===== config.mk =====
export PLATFORM = sky130hd
export DESIGN_NAME = ptp_time_counter
export DESIGN_NICKNAME = d
export VERILOG_FILES = /design/src/rtl/ptp_tc_pkg.sv /design/src/rtl/ptp_tc_regs.sv /design/src/rtl/ptp_tc_rate.sv /design/src/rtl/ptp_tc_core.sv /design/src/rtl/ptp_time_counter.sv
export SDC_FILE = /design/constraint.sdc
export NUM_CORES = 1
export LEC_CHECK = 0
export ABC_AREA = 1
export BUFFER_PORTS_ARGS = -buffer_cell sky130_fd_sc_hd__buf_2
export CAP_MARGIN = 10
export CORE_MARGIN = 3
export CORE_UTILIZATION = 30
export DETAILED_ROUTE_END_ITERATION = 16
export PLACE_DENSITY = 0.41
export RECOVER_POWER = 25
export SYNTH_ARGS = -nofsm -noshare
export SYNTH_HDL_FRONTEND = slang
export SYNTH_SLANG_ARGS = --single-unit

===== constraint.sdc =====
create_clock -name clk_i -period 10.67 [get_ports clk_i]
set_clock_uncertainty 0.15 [all_clocks]
set_input_delay 1.067 -clock clk_i [delete_from_list [all_inputs] [get_ports clk_i]]
set_output_delay 1.067 -clock clk_i [all_outputs]
set_load 0.01 [all_outputs]

===== src/rtl/ptp_tc_pkg.sv =====
package ptp_tc_pkg;
  localparam int unsigned NS_PER_SEC = 1_000_000_000;
  localparam int unsigned SEC_W = 32;
  localparam int unsigned NS_W = 30;
  localparam int unsigned ADDR_W = 4;
  localparam int unsigned SEC_STEP_MAX = 15;
  localparam int unsigned DIR_BIT = 15;

  localparam int unsigned C_DIS = 0;
  localparam int unsigned C_EN = 1;
  localparam int unsigned C_SNAP = 3;
  localparam int unsigned C_LOAD = 4;
  localparam int unsigned C_STEP_S = 5;
  localparam int unsigned C_STEP_N = 6;

  typedef enum logic [ADDR_W-1:0] {
    A_CMD = 4'd0,
    A_SET_SH = 4'd1, A_SET_SL = 4'd2, A_SET_NH = 4'd3, A_SET_NL = 4'd4,
    A_RD_SH = 4'd5, A_RD_SL = 4'd6, A_RD_NH = 4'd7, A_RD_NL = 4'd8,
    A_STEP_H = 4'd9, A_STEP_L = 4'd10, A_TRIM_H = 4'd11, A_TRIM_L = 4'd12
  } reg_addr_e;

  typedef struct packed {
    logic dis;
    logic en;
    logic snap;
    logic load;
    logic step_s;
    logic step_n;
  } cmd_t;
endpackage


===== src/rtl/ptp_tc_regs.sv =====
module ptp_tc_regs
  import ptp_tc_pkg::*;
(
  input  logic              clk_i,
  input  logic              rst_ni,
  input  logic              we_i,
  input  logic [ADDR_W-1:0] addr_i,
  input  logic [15:0]       wdata_i,
  input  logic [SEC_W-1:0]  live_sec_i,
  input  logic [NS_W-1:0]   live_ns_i,
  output cmd_t              cmd_o,
  output logic [SEC_W-1:0]  set_sec_o,
  output logic [NS_W-1:0]   set_ns_o,
  output logic [NS_W-1:0]   step_mag_o,
  output logic              step_dir_o,
  output logic [NS_W-1:0]   trim_mag_o,
  output logic              trim_dir_o,
  output logic [15:0]       rdata_o
);
  localparam int unsigned HI_W = NS_W - 16;

  logic [SEC_W-1:0] set_sec_q, rd_sec_q;
  logic [NS_W-1:0]  set_ns_q, rd_ns_q, step_q, trim_q;
  logic             step_dir_q, trim_dir_q;
  logic             wr_cmd;

  assign wr_cmd = we_i && (addr_i == A_CMD);

  // command bits live only for the write cycle
  always_comb begin
    cmd_o        = '0;
    cmd_o.dis    = wr_cmd & wdata_i[C_DIS];
    cmd_o.en     = wr_cmd & wdata_i[C_EN];
    cmd_o.snap   = wr_cmd & wdata_i[C_SNAP];
    cmd_o.load   = wr_cmd & wdata_i[C_LOAD];
    cmd_o.step_s = wr_cmd & wdata_i[C_STEP_S];
    cmd_o.step_n = wr_cmd & wdata_i[C_STEP_N];
  end

  always_ff @(posedge clk_i or negedge rst_ni) begin
    if (!rst_ni) begin
      set_sec_q  <= '0;
      set_ns_q   <= '0;
      step_q     <= '0;
      step_dir_q <= 1'b0;
      trim_q     <= '0;
      trim_dir_q <= 1'b0;
    end else if (we_i) begin
      case (addr_i)
        A_SET_SH: set_sec_q[31:16] <= wdata_i;
        A_SET_SL: set_sec_q[15:0]  <= wdata_i;
        A_SET_NH: set_ns_q[NS_W-1:16] <= wdata_i[HI_W-1:0];
        A_SET_NL: set_ns_q[15:0]   <= wdata_i;
        A_STEP_H: begin
          step_q[NS_W-1:16] <= wdata_i[HI_W-1:0];
          step_dir_q        <= wdata_i[DIR_BIT];
        end
        A_STEP_L: step_q[15:0] <= wdata_i;
        A_TRIM_H: begin
          trim_q[NS_W-1:16] <= wdata_i[HI_W-1:0];
          trim_dir_q        <= wdata_i[DIR_BIT];
        end
        A_TRIM_L: trim_q[15:0] <= wdata_i;
        default: ;
      endcase
    end
  end

  always_ff @(posedge clk_i or negedge rst_ni) begin
    if (!rst_ni) begin
      rd_sec_q <= '0;
      rd_ns_q  <= '0;
    end else if (cmd_o.snap) begin
      rd_sec_q <= live_sec_i;
      rd_ns_q  <= live_ns_i;
    end
  end

  always_comb begin
    case (addr_i)
      A_SET_SH: rdata_o = set_sec_q[31:16];
      A_SET_SL: rdata_o = set_sec_q[15:0];
      A_SET_NH: rdata_o = 16'(set_ns_q[NS_W-1:16]);
      A_SET_NL: rdata_o = set_ns_q[15:0];
      A_RD_SH:  rdata_o = rd_sec_q[31:16];
      A_RD_SL:  rdata_o = rd_sec_q[15:0];
      A_RD_NH:  rdata_o = 16'(rd_ns_q[NS_W-1:16]);
      A_RD_NL:  rdata_o = rd_ns_q[15:0];
      A_STEP_H: rdata_o = {step_dir_q, 1'b0, step_q[NS_W-1:16]};
      A_STEP_L: rdata_o = step_q[15:0];
      A_TRIM_H: rdata_o = {trim_dir_q, 1'b0, trim_q[NS_W-1:16]};
      A_TRIM_L: rdata_o = trim_q[15:0];
      default:  rdata_o = '0;
    endcase
  end

  assign set_sec_o  = set_sec_q;
  assign set_ns_o   = set_ns_q;
  assign step_mag_o = step_q;
  assign step_dir_o = step_dir_q;
  assign trim_mag_o = trim_q;
  assign trim_dir_o = trim_dir_q;
endmodule


===== src/rtl/ptp_tc_rate.sv =====
module ptp_tc_rate
  import ptp_tc_pkg::*;
#(
  parameter int unsigned NS_INC = 8,
  parameter int unsigned FRAC_W = 32,
  parameter int unsigned INC_W  = 5
) (
  input  logic             clk_i,
  input  logic             rst_ni,
  input  logic             tick_i,
  input  logic [NS_W-1:0]  trim_mag_i,
  input  logic             trim_dir_i,
  output logic [INC_W-1:0] inc_o
);
  logic [FRAC_W-1:0] frac_q;
  logic [FRAC_W:0]   trim_ext, add_s, sub_s;
  logic              carry, borrow;

  assign trim_ext = {{(FRAC_W + 1 - NS_W){1'b0}}, trim_mag_i};
  assign add_s    = {1'b0, frac_q} + trim_ext;
  assign sub_s    = {1'b0, frac_q} - trim_ext;
  assign carry    = trim_dir_i & add_s[FRAC_W];
  assign borrow   = ~trim_dir_i & sub_s[FRAC_W];
  assign inc_o    = INC_W'(NS_INC) + INC_W'(carry) - INC_W'(borrow);

  always_ff @(posedge clk_i or negedge rst_ni) begin
    if (!rst_ni)     frac_q <= '0;
    else if (tick_i) frac_q <= trim_dir_i ? add_s[FRAC_W-1:0] : sub_s[FRAC_W-1:0];
  end
endmodule


===== src/rtl/ptp_tc_core.sv =====
module ptp_tc_core
  import ptp_tc_pkg::*;
#(
  parameter int unsigned INC_W = 5
) (
  input  logic             clk_i,
  input  logic             rst_ni,
  input  cmd_t             cmd_i,
  input  logic [SEC_W-1:0] set_sec_i,
  input  logic [NS_W-1:0]  set_ns_i,
  input  logic [NS_W-1:0]  step_mag_i,
  input  logic             step_dir_i,
  input  logic [INC_W-1:0] inc_i,
  output logic             en_o,
  output logic [SEC_W-1:0] sec_o,
  output logic [NS_W-1:0]  ns_o
);
  localparam logic [31:0] ONE_S = 32'(NS_PER_SEC);
  localparam logic [31:0] TWO_S = 32'(2 * NS_PER_SEC);

  logic             en_q;
  logic [SEC_W-1:0] sec_q, sec_adv, sec_ld, sec_delta;
  logic [NS_W-1:0]  ns_q, ns_adv, ns_ld;
  logic [31:0]      ns_sum, ns_red;
  logic [1:0]       carry;
  logic [3:0]       sec_mag;
  logic             ld_wrap;

  assign ns_sum = 32'(ns_q) + 32'(inc_i) + (cmd_i.step_n ? 32'(step_mag_i) : 32'd0);

  always_comb begin
    if (ns_sum >= TWO_S) begin
      ns_red = ns_sum - TWO_S;
      carry  = 2'd2;
    end else if (ns_sum >= ONE_S) begin
      ns_red = ns_sum - ONE_S;
      carry  = 2'd1;
    end else begin
      ns_red = ns_sum;
      carry  = 2'd0;
    end
  end
  assign ns_adv = ns_red[NS_W-1:0];

  // seconds step is bounded per command
  assign sec_mag   = (step_mag_i > NS_W'(SEC_STEP_MAX)) ? 4'(SEC_STEP_MAX) : step_mag_i[3:0];
  assign sec_delta = !cmd_i.step_s ? '0 :
                     step_dir_i    ? SEC_W'(sec_mag) : (~SEC_W'(sec_mag) + 1'b1);
  assign sec_adv   = sec_q + SEC_W'(carry) + sec_delta;

  assign ld_wrap = 32'(set_ns_i) >= ONE_S;
  assign ns_ld   = ld_wrap ? NS_W'(32'(set_ns_i) - ONE_S) : set_ns_i;
  assign sec_ld  = set_sec_i + SEC_W'(ld_wrap);

  always_ff @(posedge clk_i or negedge rst_ni) begin
    if (!rst_ni) begin
      sec_q <= '0;
      ns_q  <= '0;
    end else if (cmd_i.load) begin
      sec_q <= sec_ld;
      ns_q  <= ns_ld;
    end else if (en_q) begin
      sec_q <= sec_adv;
      ns_q  <= ns_adv;
    end
  end

  always_ff @(posedge clk_i or negedge rst_ni) begin
    if (!rst_ni)        en_q <= 1'b0;
    else if (cmd_i.dis) en_q <= 1'b0;
    else if (cmd_i.en)  en_q <= 1'b1;
  end

  assign en_o  = en_q;
  assign sec_o = sec_q;
  assign ns_o  = ns_q;
endmodule


===== src/rtl/ptp_time_counter.sv =====
module ptp_time_counter
  import ptp_tc_pkg::*;
#(
  parameter int unsigned NS_INC = 8,
  parameter int unsigned FRAC_W = 32
) (
  input  logic              clk_i,
  input  logic              rst_ni,
  input  logic              we_i,
  input  logic [ADDR_W-1:0] addr_i,
  input  logic [15:0]       wdata_i,
  output logic [15:0]       rdata_o,
  output logic [SEC_W-1:0]  sec_o,
  output logic [NS_W-1:0]   ns_o
);
  localparam int unsigned INC_W = $clog2(NS_INC + 2) + 1;

  cmd_t             cmd;
  logic [SEC_W-1:0] set_sec;
  logic [NS_W-1:0]  set_ns, step_mag, trim_mag;
  logic             step_dir, trim_dir, en_q;
  logic [INC_W-1:0] inc;

  ptp_tc_regs u_regs (
    .clk_i, .rst_ni, .we_i, .addr_i, .wdata_i,
    .live_sec_i (sec_o),
    .live_ns_i  (ns_o),
    .cmd_o      (cmd),
    .set_sec_o  (set_sec),
    .set_ns_o   (set_ns),
    .step_mag_o (step_mag),
    .step_dir_o (step_dir),
    .trim_mag_o (trim_mag),
    .trim_dir_o (trim_dir),
    .rdata_o
  );

  ptp_tc_rate #(.NS_INC(NS_INC), .FRAC_W(FRAC_W), .INC_W(INC_W)) u_rate (
    .clk_i, .rst_ni,
    .tick_i     (en_q),
    .trim_mag_i (trim_mag),
    .trim_dir_i (trim_dir),
    .inc_o      (inc)
  );

  ptp_tc_core #(.INC_W(INC_W)) u_core (
    .clk_i, .rst_ni,
    .cmd_i      (cmd),
    .set_sec_i  (set_sec),
    .set_ns_i   (set_ns),
    .step_mag_i (step_mag),
    .step_dir_i (step_dir),
    .inc_i      (inc),
    .en_o       (en_q),
    .sec_o,
    .ns_o
  );
endmodule


Word level (Yosys, flattened, before mapping). Cells that the tools add are included.

Register bits after elaboration: 281. Logic and storage cells: 84.

Add/subtract/negate cells: 13. Order comparisons: 4. Equal/unequal tests: 12. Muxes and demuxes: 17. Bitwise operators: 10. Reduce and logical (&&, ||, !) cells: 12.

Operators by type and width (number): $pmux W16 S12 (1); $mux W30 (6); $mux W32 (5); $sub A30 B30 Y30 const B (3); $add A32 B30 Y33 (1); $sub A32 B30 Y33 (1); $add A31 B30 Y32 (1); $add A32 B1 Y32 (1); $add A32 B1 Y32 const B (1); $add A32 B2 Y32 (1); $add A32 B32 Y32 (1); $ge A32 B30 Y1 const B (1); $ge A32 B31 Y1 const B (1); $not A4 Y32 (1); $add A30 B5 Y31 (1); $ge A30 B30 Y1 const B (1); $gt A30 B4 Y1 const B (1); $eq A4 B4 Y1 const B (5); $eq A4 B3 Y1 const B (4); $reduce_and A2 Y1 (8); $and A1 B1 Y1 (8); $eq A4 B2 Y1 const B (2); $add A4 B1 Y5 const A (1); $sub A5 B1 Y5 (1); other kinds (8) (11).

Depth between registers and ports, before layout. Gate-level depths: netlist (run 1).

Word-level depth: 13. Mapped depth: 63.

Modules after synthesis. Synthesis (run 1) repeated with hierarchy kept, for this count alone.

Cell total of the unflattened synthesis: 4107. Area, all modules: 25648.3 µm².

By module, submodules not included: ptp_tc_core (instances 1, cells an instance 1886, area an instance 11108.2 µm², seq. area each 1576.5 µm²); ptp_tc_regs (instances 1, cells an instance 1089, area an instance 8521.9 µm², seq. area each 4654.5 µm²); ptp_tc_rate (instances 1, cells an instance 1132, area an instance 6018.3 µm², seq. area each 800.8 µm²).

Least setup slack after synthesis (run 1). No wires, ideal clock.

Kind: reg2reg. Start point: register u_regs.trim_q[0] (netlist: u_regs.trim_mag_o[0]). End point: register u_core.sec_q[23] (netlist: u_core.sec_o[23]). Library setup time: 87 ps. Data arrival time: 7816 ps. Required time: 10433 ps. Slack: 2616 ps. Cell stages (with the launch flop): 53. Clock period less this slack: 8054 ps. Cells stage by stage: dfrtp_1 ha_1 fa_1 o21ai_0 a21oi_1 o21ai_0 a21boi_0 inv_1 nand2_1 nand2_1 a21oi_1 o21bai_1 nand2_1 nand2_1 nand2_1 nand4_1 inv_1 fa_1 (+17 left out) xnor2_1 inv_1 ha_1 ha_1 inv_1 fa_1 inv_1 nand3_1 a21oi_1 nor2_1 o21ai_0 a21oi_1 o21ai_0 a21boi_0 o21ai_0 xor2_1 nand2_1 a22oi_1.

Cells in the longest elaborated chain, start to end: 13. Elaborated cells on any way between the ends: 16. Classes of those cells: add/sub: 8; order compare: 2; mux: 4; bitwise: 2.

RTL lines: start, declared (line ptp_tc_regs.sv:23) `logic [NS_W-1:0] set_ns_q, rd_ns_q, step_q, trim_q;`; start signal, assigned by index (line ptp_tc_regs.sv:60) `trim_q[NS_W-1:16] <= wdata_i[HI_W-1:0];`; start signal, assigned (line ptp_tc_regs.sv:63) `A_TRIM_L: trim_q[15:0] <= wdata_i;`; $add A32 B30 Y33 (line ptp_tc_rate.sv:20) `assign add_s = {1'b0, frac_q} + trim_ext;`; $and A1 B1 Y1 (line ptp_tc_rate.sv:22) `assign carry = trim_dir_i & add_s[FRAC_W];`; $add A4 B1 Y5 (line ptp_tc_rate.sv:24) `assign inc_o = INC_W'(NS_INC) + INC_W'(carry) - INC_W'(borrow);`; $sub A5 B1 Y5 * (line ptp_tc_rate.sv:24); $add A30 B5 Y31 * (line ptp_tc_core.sv:29) `assign ns_sum = 32'(ns_q) + 32'(inc_i) + (cmd_i.step_n ? 32'(step_mag_i) : 32'd0);`; $add A31 B30 Y32 * (line ptp_tc_core.sv:29); $ge A32 B30 Y1 (line ptp_tc_core.sv:35) `end else if (ns_sum >= ONE_S) begin`; $mux W1 (line ptp_tc_core.sv:35); $mux W2 * (line ptp_tc_core.sv:32) `if (ns_sum >= TWO_S) begin`; $add A32 B2 Y32 * (line ptp_tc_core.sv:49) `assign sec_adv = sec_q + SEC_W'(carry) + sec_delta;`; $add A32 B32 Y32 * (line ptp_tc_core.sv:49); $mux W32 * (line ptp_tc_core.sv:62) `end else if (en_q) begin`; $mux W32 * (line ptp_tc_core.sv:59) `end else if (cmd_i.load) begin`; end signal, assigned (line ptp_tc_core.sv:60) `sec_q <= sec_ld;`; end signal, assigned (line ptp_tc_core.sv:63) `sec_q <= sec_adv;`; end, declared (line ptp_tc_core.sv:22) `logic [SEC_W-1:0] sec_q, sec_adv, sec_ld, sec_delta;`.

Mark *: on every way between the ends. The rest lies on a longest branch, timed or not. The select of a mux whose other input is x is not followed. A chain may end at the register's enable or synchronous reset.

Worst setup path in the final report (run 1). Ends and elaborated chain as after synthesis.

==> results of run 1 <==
==> worst paths after layout <==
check | startpoint | to | cells past startpoint
max reg2reg | u_regs.trim_mag_o[0]$_DFFE_PN0P_ | u_core.sec_o[23]$_DFFE_PN0P_ | 52
min reg2reg | u_regs.rd_sec_q[3]$_DFFE_PN0P_ | u_regs.rd_sec_q[3]$_DFFE_PN0P_ | 2
max in group asynchronous | rst_ni | u_regs.trim_mag_o[24]$_DFFE_PN0P_ | 2
min in group asynchronous | rst_ni | u_core.ns_o[28]$_DFFE_PN0P_ | 1
min | u_regs.rd_sec_q[3]$_DFFE_PN0P_ | u_regs.rd_sec_q[3]$_DFFE_PN0P_ | 2
max | u_regs.trim_mag_o[0]$_DFFE_PN0P_ | u_core.sec_o[23]$_DFFE_PN0P_ | 52
==> per-stage QoR <==
stage	instance area, sq um	power [mW]	hold WS (ns)
CTS	26000	6.76	0.334
global placement	24800	5.45	0.316
detailed placement	24800	5.44	0.319
finish	26000	6.76	0.333
global route	26000	7.29	0.353
floorplan	23200	4.10	0.293
==> cell usage after synthesis (5+ instances only) <==
cell type / n / area, sq um
nand2_1: 916 / 3440
a21oi_2: 8 / 70.1
a21boi_0: 7 / 52.6
o22ai_1: 30 / 188
o211ai_1: 11 / 82.6
o221ai_1: 12 / 105
xor2_1: 67 / 587
a221oi_1: 50 / 438
nor3_1: 29 / 145
o21ai_0: 288 / 1440
a32o_1: 9 / 90.1
a22oi_1: 10 / 75.1
clkbuf_1: 83 / 312
xnor2_1: 14 / 123
a21o_1: 8 / 60.1
clkinv_1: 5 / 18.8
a21oi_1: 193 / 966
buf_1: 7 / 26.3
a31oi_1: 32 / 200
nor2_2: 11 / 68.8
nand4_1: 36 / 225
mux2_2: 36 / 405
o21bai_1: 14 / 105
o21ai_1: 16 / 80.1
nand2_2: 27 / 169
or2_2: 10 / 62.6
nor2_1: 285 / 1070
o21a_1: 6 / 45.0
fa_1: 9 / 180
nand3_1: 144 / 721
nor4_1: 9 / 56.3
dfrtp_1: 281 / 7030
inv_2: 9 / 33.8
inv_1: 452 / 1700
ha_1: 185 / 2310
==> per-layer routing <==
metal	up-vias	track usage [%]
met2	611	39.5
li1	11200	-
met1	11200	35.4
met4	0	7.94
met3	111	2.45
met5	-	0
==> layout make-up <==
class / instances / share of cell area, %
Tap cell: 1030 / 4.96
Sequential cell: 281 / 27.1
Antenna cell: 1 / 0.00963
Timing Repair Buffer: 129 / 2.66
Multi-Input combinational cell: 2515 / 53.8
Clock buffer: 51 / 4.12
Inverter: 468 / 6.78
Clock inverter: 15 / 0.559
==> worst register-to-register path, delay by kind of cell (launching register included) <==
family                     cells  cell delay (ns)
xor gates and xnor gates       1             0.16
buffers and inverters          8             0.77
adders and majority gates      9             2.76
and+or+nand+nor               20             2.22
AOI/OAI and AO/OA             14             2.93
DFF                            1             0.41
==> cells by family after synthesis <==
family | count (synthesis) | share of synthesized area (%)
fa+ha+maj | 194 | 10.8
mux | 38 | 1.84
xor+xnor | 81 | 3.06
flops | 281 | 30.3
compound gates | 713 | 18.0
buf+inv | 569 | 9.44
simple gates | 1489 | 26.6
==> sequential cells by signal, indices dropped and copies added (netlist names) <==
name / count
u_rate.frac_q: 32
u_regs.set_ns_o: 30
u_regs.set_sec_o: 32
u_regs.rd_ns_q: 30
u_regs.trim_mag_o: 30
u_regs.rd_sec_q: 32
u_core.sec_o: 32
u_regs.step_mag_o: 30
u_core.en_o: 1
u_core.ns_o: 30
u_regs.step_dir_o: 1
u_regs.trim_dir_o: 1
==> cells in the final DEF, fill, tap and decap left out, types with 7 or more instances in the layout <==
cell type  count
a21boi_0       7
a21o_1         8
a21oi_1      193
a21oi_2        8
a221oi_1      50
a22oi_1       10
a31oi_1       32
a32o_1         9
buf_2         94
buf_4         24
clkbuf_1      17
clkbuf_16     38
clkbuf_8       7
clkinv_2      10
dfrtp_1      281
fa_1           9
ha_1         185
inv_1        451
inv_2          9
mux2_2        36
nand2_1      915
nand2_2       27
nand3_1      144
nand4_1       36
nor2_1       282
nor2_2        11
nor3_1        28
nor4_1         9
o211ai_1      11
o21ai_0      286
o21ai_1       18
o21bai_1      14
o221ai_1      12
o22ai_1       30
or2_2         10
xnor2_1       14
xor2_1        67
==> where the power goes <==
| group | total, mW | internal, mW | switching [mW] | leakage, nW |
|---|---|---|---|---|
| Clock | 1.28 | 0.751 | 0.531 | 0.600 |
| Combinational | 3.57 | 1.17 | 2.40 | 9.18 |
| Sequential | 1.91 | 1.40 | 0.502 | 3.45 |
==> timing repair <==
item,CTS,global route
setup buffers,0,0
resized for setup,0,3
endpoints found under the setup margin,0,6
==> out/results.ini, run 1 <==
[run_status]
status=complete, but fails checks
violations=capacitance limit, slew limit

[synthesis]
synthFlopType=dfrtp_1
syn_nets=3582
ys_types=60
avgSynthCellArea_sq_um=6.89
async_flop_share_pct=100
ys_seq_area_share_pct=30.3
syn_inst=3365
ys_ff_latch=281
yosys_warnings=0
syn-cell-area_sq_um=23200
synth-edff-count=0

[place]
place_ws_ns=0.768
dpl.hpwl_um=82700
place.gp.congestion=0.953
numPortBuffers=100
dp.cells=4423

[route]
postRouteAntennaNets=0
met1Wirelength_um=48900
post_drt_wl_per_cell_um=23.0
vias=23200
top_layer=met4
drc=0
avgViaCountPerCell=5.16
drt-total-wl_um=103000
wl_met2_um=46200
met3_length_um=4510
first_pass_iters=6
first_iter_violations=2136

[floorplan]
core_area_sq_um=76200
dieHeight_um=284
boundaryPins=101
rows=101
dieArea_sq_um=80600
initial_utilization_pct=30.4
die_w_um=284

[worst_setup_path]
ff2ff_setup_slack_ns=1.19
crit_top_cell=nand2_1
critical_path.top_delay_family=compound AO/OA/AOI/OAI gates
cp.arrival_ns=9.80
critical_path_class=reg -> reg
slowest_delay_ns=0.51
cp_max_fo=34
critPathBufInv=8
cp_data_required_time_ns=10.99
cp_slowest_cell=fa_1
worstSetupEndpointType=flip-flop
critPathLaunchType=flip-flop

[sta]
rsz0062_at_grt=false
period_needed_ns=9.48
slew_viol_final=309
fin_ws_ns=1.19
finalHoldViolCount=0
maxSlewHeadroom_pct=-189
max_freq_mhz=105
setup_viol=0
fin_setup_tns_ns=0
worstMarginPinSlew_ns=4.34
min_period_over_period_pct=88.9

[grt]
grt_start_max_net_pins=88
antenna_found_initial=4
grt_pass1_wl_um=151000
grt-ovfl-total=0
grt_pass1_vias=22200
grt_use_total_pct=24.9

[clocking]
ctsHoldBuffers=0
clkSlewWorstSetupHoldPaths_ns=0.06
cts_tree=done
cts_buffer_depth=3
clock-sinks=281
cts_htree_levels=2
root_buffer=clkbuf_16
cts_made_buffers=37
clock_latency_ns=0.56

[finish]
num-fill-cells=8353
fin_util_pct=34.1
area_delta_synth_final_pct=12.1
regArea_sq_um=7030
drive_above_1_share_pct=8.70
fin_cells=4490
multi_input_area_sq_um=14000
nNetsFinal=3649

[pwr]
powerDensity_nw_per_um2=260
p_leak_nw=13.2
peakVddDrop_v=0.0000925

[job]
drv_cap=6

[min_path]
hold_path_class=reg -> reg

(Power assumes the default switching activity.)
==> run 2: changes to the inputs <==
- ABC_CLOCK_PERIOD_IN_PS: default -> 10670
- CORE_UTILIZATION: 30 -> 54
- PLACE_DENSITY: 0.41 -> 0.67
- TNS_END_PERCENT: default -> 100
==> run 2 against run 1 <==
The run still ends with capacitance limit, slew limit left. Critical path depth fell by 1. Design area fell by 3.3%. Combinational power fell by 2%. Sequential power barely moved. First-iteration DRC count rose by 29%. Die area fell by 44%. Final cell count fell by 11%. Worst hold slack improved by 0.0074 ns.
==> out/results.ini, run 2 (synthesis results as in run 1) <==
[run_status]
status=complete, but fails checks  ; unchanged
violations=capacitance limit, slew limit  ; unchanged

[finish]
final_cell_mix=nand2_1, inv_1, o21ai_0  ; unchanged
regArea_sq_um=7030  ; unchanged
num-fill-cells=4053  ; was 8353
area_delta_synth_final_pct=8.37  ; was 12.1%
nNetsFinal=3630  ; was 3649
fin_util_pct=59.6  ; was 34.1%
fin_cells=3978  ; was 4490
multi_input_area_sq_um=14000  ; about the same
layout_commonest_cell=nand2_1  ; unchanged
design_area_sq_um=25100  ; was 26000 sq um
drive_above_1_share_pct=8.32  ; was 8.70%

[grt]
grt_pass1_vias=22600  ; was 22200
use_met3_pct=7.43  ; was 2.45%
busiest_layer=met2  ; unchanged
grt-ovfl-total=0  ; unchanged
grt_use_total_pct=38.9  ; was 24.9%
grt_pass1_wl_um=134000  ; was 151000 um
grtUsageMet1_pct=52.4  ; was 35.4%
antenna_found_initial=2  ; was 4
grt_use_met2_pct=59.0  ; was 39.5%
grt_start_max_net_pins=94  ; was 88

[sta]
slew_viol_final=217  ; was 309
worstMarginPinSlew_ns=5.38  ; was 4.34 ns
fin_ws_ns=0.893  ; was 1.19 ns
setup_viol=0  ; unchanged
maxSlewHeadroom_pct=-259  ; was -189%
finalHoldViolCount=0  ; unchanged
fin_setup_tns_ns=0  ; unchanged
max_freq_mhz=102  ; was 105 MHz
rsz0062_at_grt=false  ; unchanged
period_needed_ns=9.78  ; was 9.48 ns
min_period_over_period_pct=91.6  ; was 88.9%
holdWs_ns=0.341  ; was 0.333 ns

[floorplan]
die_w_um=213  ; was 284 um
dieHeight_um=213  ; was 284 um
dieArea_sq_um=45400  ; was 80600 sq um
core_area_sq_um=42100  ; was 76200 sq um
boundaryPins=101  ; unchanged
initial_utilization_pct=55.0  ; was 30.4%
rows=75  ; was 101

[clocking]
cts_tree=done  ; unchanged
cts_htree_levels=1  ; was 2
cts_resized=0  ; unchanged
ctsHoldBuffers=0  ; unchanged
clkSlewWorstSetupHoldPaths_ns=0.06  ; about the same
root_buffer=clkbuf_16  ; unchanged
postCtsSetupRepairBufs=0  ; unchanged
clock-sinks=281  ; unchanged
cts_made_buffers=31  ; was 37
cts_buffer_depth=3  ; unchanged
clock_latency_ns=0.61  ; was 0.56 ns

[job]
drv_cap=3  ; was 6

[worst_setup_path]
slowest_delay_ns=0.53  ; was 0.51 ns
critical_path_class=reg -> reg  ; unchanged
cp_max_fo=34  ; unchanged
reg2regPathDepth=51  ; was 52
cp_data_required_time_ns=11.04  ; was 10.99 ns
r2r_start=u_regs.trim_mag_o[0]$_DFFE_PN0P_  ; unchanged
worstSetupEndpointType=flip-flop  ; unchanged
crit_top_cell=nand2_1  ; unchanged
cp_slowest_cell=fa_1  ; unchanged
worst_r2r_endpoint=u_core.sec_o[23]$_DFFE_PN0P_  ; unchanged
cp.arrival_ns=10.14  ; was 9.80 ns
critPathLaunchType=flip-flop  ; unchanged
ff2ff_setup_slack_ns=0.89  ; was 1.19 ns

[pwr]
peakVddDrop_v=0.000146  ; was 0.0000925 V
powerDensity_nw_per_um2=260  ; about the same
total_power_mw=6.53  ; was 6.76 mW
p_leak_nw=13.1  ; was 13.2 nW

[place]
place.gp.congestion=1.06  ; was 0.953
placed_area_sq_um=24100  ; was 24800 sq um
numPortBuffers=100  ; unchanged
dp.cells=3918  ; was 4423
dpl.hpwl_um=70500  ; was 82700 um
place_ws_ns=1.03  ; was 0.768 ns

[route]
drt-total-wl_um=89800  ; was 103000 um
vias=24000  ; was 23200
first_pass_iters=6  ; unchanged
avgViaCountPerCell=6.05  ; was 5.16
first_iter_violations=2758  ; was 2136
drc=0  ; unchanged
post_drt_wl_per_cell_um=22.6  ; was 23.0 um
postRouteAntennaNets=0  ; unchanged

[min_path]
min_path_cells=2  ; unchanged
min_to=u_regs.step_mag_o[14]$_DFFE_PN0P_  ; was u_regs.rd_sec_q[3]$_DFFE_PN0P_
min-delay-start=u_regs.step_mag_o[14]$_DFFE_PN0P_  ; was u_regs.rd_sec_q[3]$_DFFE_PN0P_
hold_path_class=reg -> reg  ; unchanged

## run 2: cell types whose count changed in the layout (fill, tap and decap cells not counted), sizes merged
cell and change:
clkbuf -18, buf -8, inv +4, clkinv -3, clkinvlp +2, bufinv +1
diode +1
## run 2: cell type report
cell class,instances,area share [%]
clock buffer,38,3.31
clock inverter,19,0.882
multi-input combinational,2515,55.7
antenna,2,0.0199
tap,539,2.69
inverter,468,7.01
sequential,281,28.0
timing repair buffer,116,2.42
## run 2: routing by layer
| metal | share of wire, % | up-vias |
|---|---|---|
| met5 | 0 | - |
| met4 | 6.9 | 0 |
| met3 | 9.5 | 282 |
| met2 | 43 | 1250 |
| met1 | 41 | 11300 |
| li1 | - | 11200 |
## run 2: worst max-delay path: cells and delay by family (launching register included)
family,cells,cell delay (ns)
buffers and inverters,7,0.63
AO/OA/AOI/OAI,15,3.51
AND/OR/NAND/NOR,20,2.26
XOR/XNOR,1,0.16
adder cells (fa/ha/maj),8,2.56
flip-flops,1,0.41
## run 2: worst max-delay path by stage
stage / startpoint / endpoint
detailed placement: u_regs.trim_mag_o[0]$_DFFE_PN0P_ / u_core.sec_o[23]$_DFFE_PN0P_
floorplan: u_regs.trim_mag_o[0]$_DFFE_PN0P_ / u_core.sec_o[23]$_DFFE_PN0P_
CTS: u_regs.trim_mag_o[0]$_DFFE_PN0P_ / u_core.sec_o[23]$_DFFE_PN0P_
global placement: u_regs.trim_mag_o[0]$_DFFE_PN0P_ / u_core.sec_o[23]$_DFFE_PN0P_
global route: u_regs.trim_mag_o[0]$_DFFE_PN0P_ / u_core.sec_o[23]$_DFFE_PN0P_
finish: u_regs.trim_mag_o[0]$_DFFE_PN0P_ / u_core.sec_o[23]$_DFFE_PN0P_
## run 2: power breakdown
group	internal, mW	switching, mW
clock network	0.635	0.489
registers	1.40	0.489
logic	1.17	2.35
